**config.mk**
```make
export PLATFORM = sky130hd
export DESIGN_NAME = rtc32_cmp
export DESIGN_NICKNAME = d
export VERILOG_FILES = /design/src/rtl/rtc_pkg.sv /design/src/rtl/rtc_byte_reg.sv /design/src/rtl/rtc_blank.sv /design/src/rtl/rtc_flag.sv /design/src/rtl/rtc32_cmp.sv
export SDC_FILE = /design/constraint.sdc
export NUM_CORES = 1
export LEC_CHECK = 0
export ABC_AREA = 1
export BUFFER_PORTS_ARGS = -buffer_cell sky130_fd_sc_hd__buf_2
export CORE_MARGIN = 2
export CORE_UTILIZATION = 50
export CTS_BUF_LIST = sky130_fd_sc_hd__clkbuf_16
export DETAILED_ROUTE_END_ITERATION = 7
export GPL_TIMING_DRIVEN = 1
export PLACE_DENSITY = 0.66
export SYNTH_ARGS = -nofsm -noshare
export SYNTH_HDL_FRONTEND = slang
export SYNTH_HIERARCHICAL = 1
export SYNTH_SLANG_ARGS = --single-unit
```
**constraint.sdc**
```tcl
create_clock -name clk_i -period 4.3 [get_ports clk_i]
set_clock_uncertainty 0.05 [all_clocks]
set_input_delay 0.215 -clock clk_i [delete_from_list [all_inputs] [get_ports clk_i]]
set_output_delay 0.215 -clock clk_i [all_outputs]
set_load 0.02 [all_outputs]
```
**src/rtl/rtc_pkg.sv**
```systemverilog
package rtc_pkg;
  localparam int SEL_W = 2;
  localparam logic [SEL_W-1:0] SEL_CTL = 2'd0;
  localparam logic [SEL_W-1:0] SEL_CNT = 2'd1;
  localparam logic [SEL_W-1:0] SEL_PER = 2'd2;
  localparam logic [SEL_W-1:0] SEL_CMP = 2'd3;
  localparam int CTL_IE_BYTE   = 1;
  localparam int CTL_FLAG_BYTE = 2;
  localparam int FLG_OVF = 0;
  localparam int FLG_CMP = 1;
  localparam int N_FLG   = 2;
endpackage

```
**src/rtl/rtc_byte_reg.sv**
```systemverilog
module rtc_byte_reg #(
  parameter int NB = 4,
  localparam int BW = $clog2(NB)
) (
  input  logic            clk_i,
  input  logic            rst_ni,
  input  logic            wr_i,
  input  logic [BW-1:0]   byte_i,
  input  logic [7:0]      wdata_i,
  input  logic            load_i,
  input  logic [8*NB-1:0] load_val_i,
  output logic [8*NB-1:0] q_o
);
  for (genvar b = 0; b < NB; b++) begin : g_byte
    always_ff @(posedge clk_i or negedge rst_ni) begin
      if (!rst_ni) begin
        q_o[8*b +: 8] <= '0;
      end else if (wr_i) begin
        // software write freezes the whole word for this cycle
        if (byte_i == BW'(b)) q_o[8*b +: 8] <= wdata_i;
      end else if (load_i) begin
        q_o[8*b +: 8] <= load_val_i[8*b +: 8];
      end
    end
  end
endmodule

```
**src/rtl/rtc_blank.sv**
```systemverilog
module rtc_blank #(
  parameter int CYC = 2,
  localparam int BW = $clog2(CYC + 1)
) (
  input  logic          clk_i,
  input  logic          rst_ni,
  input  logic          reload_i,
  input  logic          tick_i,
  output logic [BW-1:0] cnt_o,
  output logic          active_o
);
  always_ff @(posedge clk_i or negedge rst_ni) begin
    if (!rst_ni)                      cnt_o <= '0;
    else if (reload_i)                cnt_o <= BW'(CYC);
    else if (tick_i && cnt_o != '0)   cnt_o <= cnt_o - 1'b1;
  end
  assign active_o = (cnt_o != '0);
endmodule

```
**src/rtl/rtc_flag.sv**
```systemverilog
module rtc_flag (
  input  logic clk_i,
  input  logic rst_ni,
  input  logic set_i,
  input  logic clr_i,
  output logic q_o
);
  always_ff @(posedge clk_i or negedge rst_ni) begin
    if (!rst_ni)     q_o <= 1'b0;
    else if (set_i)  q_o <= 1'b1;
    else if (clr_i)  q_o <= 1'b0;
  end
endmodule

```
**src/rtl/rtc32_cmp.sv**
```systemverilog
module rtc32_cmp
  import rtc_pkg::*;
#(
  parameter int CNT_W     = 32,
  parameter int BLANK_CYC = 2,
  localparam int NB       = CNT_W / 8,
  localparam int BYTE_W   = $clog2(NB),
  localparam int ADDR_W   = SEL_W + BYTE_W
) (
  input  logic              clk_i,
  input  logic              rst_ni,
  input  logic              cnt_en_i,
  input  logic              wr_en_i,
  input  logic [ADDR_W-1:0] addr_i,
  input  logic [7:0]        wdata_i,
  output logic [7:0]        rdata_o,
  output logic [N_FLG-1:0]  flags_o,
  output logic              irq_ovf_o,
  output logic              irq_cmp_o,
  output logic              ovf_evt_o,
  output logic              cmp_evt_o,
  output logic              wake_o
);
  localparam int BLK_W = $clog2(BLANK_CYC + 1);

  logic [SEL_W-1:0]  sel;
  logic [BYTE_W-1:0] byte_idx;
  logic              wr_cnt, wr_per, wr_cmp, wr_cmp_top, wr_ie, wr_flg;
  logic [CNT_W-1:0]  cnt_q, per_q, cmp_q, cnt_nxt;
  logic              ovf_hit, cmp_hit, cmp_ok;
  logic [BLK_W-1:0]  blank_ovf_q, blank_cmp_q;
  logic              blank_ovf, blank_cmp;
  logic [N_FLG-1:0]  flg_set, flg_clr, evt_q, ie_q;

  assign sel        = addr_i[ADDR_W-1 -: SEL_W];
  assign byte_idx   = addr_i[BYTE_W-1:0];
  assign wr_cnt     = wr_en_i && sel == SEL_CNT;
  assign wr_per     = wr_en_i && sel == SEL_PER;
  assign wr_cmp     = wr_en_i && sel == SEL_CMP;
  assign wr_cmp_top = wr_cmp && byte_idx == BYTE_W'(NB - 1);
  assign wr_ie      = wr_en_i && sel == SEL_CTL && byte_idx == BYTE_W'(CTL_IE_BYTE);
  assign wr_flg     = wr_en_i && sel == SEL_CTL && byte_idx == BYTE_W'(CTL_FLAG_BYTE);

  // counter, period and compare byte registers
  assign ovf_hit = cnt_q == per_q;
  assign cnt_nxt = ovf_hit ? '0 : cnt_q + 1'b1;

  rtc_byte_reg #(.NB(NB)) u_cnt (
    .clk_i, .rst_ni, .wr_i(wr_cnt), .byte_i(byte_idx), .wdata_i,
    .load_i(cnt_en_i), .load_val_i(cnt_nxt), .q_o(cnt_q)
  );
  rtc_byte_reg #(.NB(NB)) u_per (
    .clk_i, .rst_ni, .wr_i(wr_per), .byte_i(byte_idx), .wdata_i,
    .load_i(1'b0), .load_val_i('0), .q_o(per_q)
  );
  rtc_byte_reg #(.NB(NB)) u_cmp (
    .clk_i, .rst_ni, .wr_i(wr_cmp), .byte_i(byte_idx), .wdata_i,
    .load_i(1'b0), .load_val_i('0), .q_o(cmp_q)
  );

  // masking windows
  rtc_blank #(.CYC(BLANK_CYC)) u_blank_ovf (
    .clk_i, .rst_ni, .reload_i(wr_per || wr_cmp_top), .tick_i(cnt_en_i),
    .cnt_o(blank_ovf_q), .active_o(blank_ovf)
  );
  rtc_blank #(.CYC(BLANK_CYC)) u_blank_cmp (
    .clk_i, .rst_ni, .reload_i(wr_cmp_top), .tick_i(cnt_en_i),
    .cnt_o(blank_cmp_q), .active_o(blank_cmp)
  );

  assign cmp_ok  = cmp_q <= per_q;
  assign cmp_hit = cnt_q == cmp_q && cmp_ok;

  always_comb begin
    flg_set          = '0;
    flg_set[FLG_OVF] = cnt_en_i && ovf_hit && !blank_ovf;
    flg_set[FLG_CMP] = cnt_en_i && cmp_hit && !blank_cmp;
  end

  for (genvar i = 0; i < N_FLG; i++) begin : g_flg
    assign flg_clr[i] = wr_flg && wdata_i[i];
    rtc_flag u_flag (
      .clk_i, .rst_ni, .set_i(flg_set[i]), .clr_i(flg_clr[i]), .q_o(flags_o[i])
    );
  end

  always_ff @(posedge clk_i or negedge rst_ni) begin
    if (!rst_ni) begin
      ie_q  <= '0;
      evt_q <= '0;
    end else begin
      evt_q <= flg_set;
      if (wr_ie) ie_q <= wdata_i[N_FLG-1:0];
    end
  end

  assign irq_ovf_o = flags_o[FLG_OVF] & ie_q[FLG_OVF];
  assign irq_cmp_o = flags_o[FLG_CMP] & ie_q[FLG_CMP];
  assign ovf_evt_o = evt_q[FLG_OVF];
  assign cmp_evt_o = evt_q[FLG_CMP];
  assign wake_o    = |evt_q;

  // read mux
  always_comb begin
    rdata_o = '0;
    unique case (sel)
      SEL_CNT: rdata_o = cnt_q[8*byte_idx +: 8];
      SEL_PER: rdata_o = per_q[8*byte_idx +: 8];
      SEL_CMP: rdata_o = cmp_q[8*byte_idx +: 8];
      default: begin
        if (byte_idx == BYTE_W'(CTL_IE_BYTE))   rdata_o[N_FLG-1:0] = ie_q;
        if (byte_idx == BYTE_W'(CTL_FLAG_BYTE)) rdata_o[N_FLG-1:0] = flags_o;
      end
    endcase
  end
endmodule

```
After elaboration in Yosys (flattened, before gate mapping)
Cells that the tools add are included.

RAM bits: 0. Memories: 0. Bits in latches: 0. Register bits: 106. Memory bits (read-only): 0. Bits of input ports: 16.

Multiplexer cells: 25. Reduce and logical (&&, ||, !) cells: 41. Bitwise gates (word level): 2. Multiply operators: 0. $add $sub $neg: 3. Equal/unequal tests: 12. Divide/modulo/power cells: 0. Order comparisons: 1. Shift operators: 3.

Operators by type and width (count): 2-to-1 mux 8 bit (12); indexed part select 32 x 6 -> 8 bit (3); == test 32 bit (2); adder 32 x 1 -> 32 bit (second input constant) (1); <= comparator 32 bit (1); 2-to-1 mux 32 bit (1); AND reduction 2 bit (12); one-hot mux 6 bit (3 select lines) (1); logical AND 1 bit (16); nonzero test 2 bit (7); 2-to-1 mux 2 bit (6); == test 2 bit (second input constant) (4); inequality test 2 bit (second input constant) (3); one-hot mux 2 bit (3 select lines) (1); == test 2 x 1 -> 1 bit (second input constant) (2); zero test 2 bit (2); 2-to-1 mux 1 bit (4); subtractor 2 x 1 -> 2 bit (second input constant) (2); AND 1 bit (2); zero test 1 bit (2); inequality test 2 x 1 -> 1 bit (second input constant) (1); OR reduction 2 bit (1); logical OR 1 bit (1).

Depth between registers and ports, before layout
Word-level depth: 6. Depth in mapped cells: 16. Gate-level depth less buffers: 16.

Modules after synthesis
The synthesis kept the hierarchy.

Modules (own cells, without submodules): rtc_byte_reg (seq. area each 800.8 sq um, times used 3, area an instance 1616.6 sq um, cells each 220); rtc32_cmp (seq. area each 100.1 sq um, times used 1, area an instance 3763.6 sq um, cells each 700); rtc_blank (seq. area each 50.0 sq um, times used 2, area an instance 116.4 sq um, cells each 16); rtc_flag (seq. area each 25.0 sq um, times used 2, area an instance 40.0 sq um, cells each 5).

Least setup slack after synthesis
No wires, ideal clock.

Path type: register -> register. Start point: register u_cnt.q_o[1]. End point: register u_cnt.q_o[20]. Clock period less this slack: 1750 ps. Path buffers: 0. Stages on the path, launching flop included: 12. Path slack: 2550 ps. Arrival time: 1583 ps. Setup time: 117 ps. Cells stage by stage: dfrtp_1 ha_1 nand2_1 nor2_1 inv_1 nor3_1 xor2_1 nor2_2 nand2_1 nand2_1 nand2_1 nand2_1.

Longest elaborated chain between the ends: 4.

Ends and longest elaborated chain: from (decl) (RTL line rtc_byte_reg.sv:12) `output logic [8*NB-1:0] q_o`; from (signal, indexed assignment) (RTL line rtc_byte_reg.sv:20) `if (byte_i == BW'(b)) q_o[8*b +: 8] <= wdata_i;`; from (signal, indexed assignment) (RTL line rtc_byte_reg.sv:22) `q_o[8*b +: 8] <= load_val_i[8*b +: 8];`; adder 32 x 1 -> 32 bit / == test 32 bit (equally long branches) (RTL line rtc32_cmp.sv:46, rtc32_cmp.sv:45); 2-to-1 mux 32 bit * (RTL line rtc32_cmp.sv:46) `assign cnt_nxt = ovf_hit ? '0 : cnt_q + 1'b1;`; named net cnt_nxt[20] (RTL line rtc32_cmp.sv:29) `logic [CNT_W-1:0] cnt_q, per_q, cmp_q, cnt_nxt;`; 2-to-1 mux 8 bit * (RTL line rtc_byte_reg.sv:21) `end else if (load_i) begin`; 2-to-1 mux 8 bit * (RTL line rtc_byte_reg.sv:18) `end else if (wr_i) begin`.

The timed path passes the listed nets; every way through them passes the cells marked *. The select of a mux whose other input is x is not followed. A chain may end at the register's enable or synchronous reset.

Final worst setup path
Start point: register u_cnt.q_o[15]. End point: register u_cnt.q_o[21].

The elaborated chain is that of the path after synthesis.

==> results by group <==
Floorplanning
  • I/O Pins: 31
  • Die Y: 138 µm
  • Die area: 18,900 µm²
  • Die Wd: 138 µm
  • # rows: 48
  • Starting Density: 51.4%
  • Core area: 17,400 µm²

Power and ir drop
  • Pwr dens: 379 nW/µm²
  • Peak supply drop: 277 µV
  • Total Power: 0.00367 W
  • P_leak: 5.26 nW

Logic synthesis
  • EDFF count, synth: 0
  • Yosys warns: 6
  • Most used DFF post-synth: dfrtp_1
  • Syn_area_per_cell: 6.37 µm²
  • Synth top area cells: dfrtp_1, nand2_1, nand3_1, ha_1, inv_1
  • Sequential fraction of the synthesis area: 29.7%
  • Ys async rst share: 100%
  • Synth area leader: dfrtp_1
  • Share of the synthesized area in the top cell type: 29.7%
  • Mapped cell area: 8930 µm²
  • Mapped Cells: 1,402
  • Synth cell types: 37
  • FF+latch count, synth: 106

Timing
  • Slew HR: 40.2%
  • Highest Clock Rate: 0.358 GHz
  • Final min period: 2.79 ns
  • Final setup viols: 0
  • Worst-margin pin slew: 0.895 ns
  • WHS: 0.170 ns
  • Slew Viols, Final: 0
  • RSZ-0062 raised after global routing: no
  • Hold Fails Final Rpt: 0
  • Fin crit share: 65.0%
  • Post-route setup TNS: 0 ns

Clocking
  • Post-CTS setup buffer count: 0
  • Inserted Clock Buffers: 9
  • Root buffer cell: clkbuf_16
  • CTS tree: yes
  • Worst-Skew Late Latency: 0.37 ns
  • Clock Path Buffers: 2
  • CTS sink cnt: 106
  • # H-tree levels: 3
  • CTS clk-pin slew, worst paths: 0.07 ns

Worst hold path
  • Worst hold endpoint: ie_q[0]$_DFFE_PN0P_
  • Hold Path Class: input pin to register
  • Min-Delay Path Depth: 3
  • Hold Startpoint: wdata_i[0]

Worst setup path
  • Startpoint types: register
  • CP endpoint kind: register
  • FF-to-FF Start: u_cnt/q_o[15]$_DFFE_PN0P_
  • Reg2Reg Depth: 11
  • Reg2reg setup slack: 1.51 ns
  • Crit path DAT: 3.00 ns
  • WS Path Type: register to register
  • FF-to-FF End: u_cnt/q_o[21]$_DFFE_PN0P_
  • Worst-path maximum fanout: 32
  • Critical path required time: 4.51 ns

Cells and area
  • Area Growth Syn to Fin: 8.63%
  • Most frequent cells in the layout: nand2_1, nand3_1, dfrtp_1
  • Final instance area: 9700 µm²
  • NumNets Final: 1,522
  • Fill cells: 1,796
  • Fraction of final layout cells sized beyond drive strength 1: 7.93%
  • Commonest non-fill, non-tap cell in the layout: nand2_1
  • Post-layout util: 55.9%
  • Antenna diode count: 0

Placement
  • Port Buf Inserts: 30
  • Placed Instance Area: 9400 µm²
  • Final HPWL DP: 26.0 mm
  • Placer Congestion: 1.06

Global route
  • Grt total ovfl: 0
  • Largest net degree at the start of global routing: 46
  • Initial antenna violation count: 0
  • Vias in the first global route: 8,642
  • GRT Total Usage: 37.4%
  • First-pass GRT wire length: 51.8 mm

Routing
  • Vias: 9,475
  • Drt first-iter violations: 979
  • Number of vias per cell: 5.57
  • Final wirelength: 33.9 mm
  • DR pass1 iterations: 6
  • DRC viols: 0
  • Wire length per cell: 19.9 µm
  • Final antenna-violating net count: 0

Status
  • Outcome: complete, no violations

Job
  • MaxCap Viol Count: 0
routing by layer:
layer,wire (µm),GRT usage [%],up-vias
met1,14300,51.6,4376
met5,0,0,-
met4,2100,21.4,0
met3,2570,4.56,101
li1,-,-,4549
met2,14900,56.4,449
synthesized netlist by cell type, types with 7 or more instances:
cell type    n
o211ai_1     8
nand2_4      9
inv_2       11
nor3_2       7
nor2_2      13
buf_4       14
inv_1      105
ha_1        35
clkbuf_1     7
xor2_1      31
dfrtp_1    106
o21ai_0     29
nand4_1     22
nor2_1      88
nand2_1    628
o221ai_1    15
nand3_1    140
xnor2_1     21
a21oi_1     37
nor3_1      19
buf_2       18
critical path: stages (launching register included):
cell,delay (ns)
dfrtp_1,0.55
inv_1,0.25
nand2_1,0.10
nand4_1,0.13
nor2_1,0.22
nand4_1,0.23
nor2_4,0.74
nor2_1,0.11
nand2_1,0.10
nand2_1,0.05
nand2_1,0.07
nand2_1,0.06
sequential cells by signal, summed over array words and instances, names as in the netlist:
signal,flops
evt_q,2
g_flg.u_flag/q_o,2
ie_q,2
u_blank_cmp/cnt_o,2
u_blank_ovf/cnt_o,2
u_cmp/q_o,32
u_cnt/q_o,32
u_per/q_o,32
how the worst max path moves through the flow:
stage                                   start                        end  slack [ns]  cells past startpoint
CTS                 u_cnt/q_o[15]$_DFFE_PN0P_  u_cnt/q_o[21]$_DFFE_PN0P_        1.60                     11
floorplan            u_cnt/q_o[1]$_DFFE_PN0P_  u_cnt/q_o[20]$_DFFE_PN0P_        2.55                     11
finish              u_cnt/q_o[15]$_DFFE_PN0P_  u_cnt/q_o[21]$_DFFE_PN0P_        1.51                     11
global placement    u_cnt/q_o[15]$_DFFE_PN0P_  u_cnt/q_o[27]$_DFFE_PN0P_        1.60                     11
detailed placement  u_cnt/q_o[15]$_DFFE_PN0P_  u_cnt/q_o[22]$_DFFE_PN0P_        1.62                     11
global route        u_cnt/q_o[15]$_DFFE_PN0P_  u_cnt/q_o[29]$_DFFE_PN0P_        1.35                     11
per-stage QoR:
step                      setup WS, ns  std cells
after floorplan                   2.55       1467
after global placement            1.60       1684
after CTS                         1.60       1701
after detailed placement          1.62       1684
final                             1.51       1701
after global routing              1.35       1701
kinds of logic after synthesis:
kind of cell	share of synthesized area [%]
other	0.0420
buffers and inverters	7.98
AO/OA/AOI/OAI	6.35
flip-flops	29.7
adder cells (fa/ha/maj)	4.91
AND/OR/NAND/NOR	45.9
XOR/XNOR	5.10
repair_timing:
action                                  in CTS  in global routing
endpoints found under the hold margin       30                  0
endpoints found under the setup margin       0                  0
resized for setup                            0                  0
hold buffers                                 1                  0
cell type report:
cell class	count	area, µm²	area share (%)
Sequential cell	106	2650	27.4
Clock buffer	9	225	2.32
Timing Repair Buffer	39	223	2.30
Clock inverter	7	60.1	0.619
Inverter	117	439	4.53
Tap cell	225	282	2.90
Multi-Input combinational cell	1198	5820	60.0
power breakdown:
part | internal [W] | switching (W) | leakage, nW | total (W)
clock | 0.000404 | 0.000430 | 0.137 | 0.000834
sequential | 0.00116 | 0.000363 | 1.33 | 0.00152
combinational | 0.000477 | 0.000835 | 3.79 | 0.00131
Power figures use the tool's default switching activity.
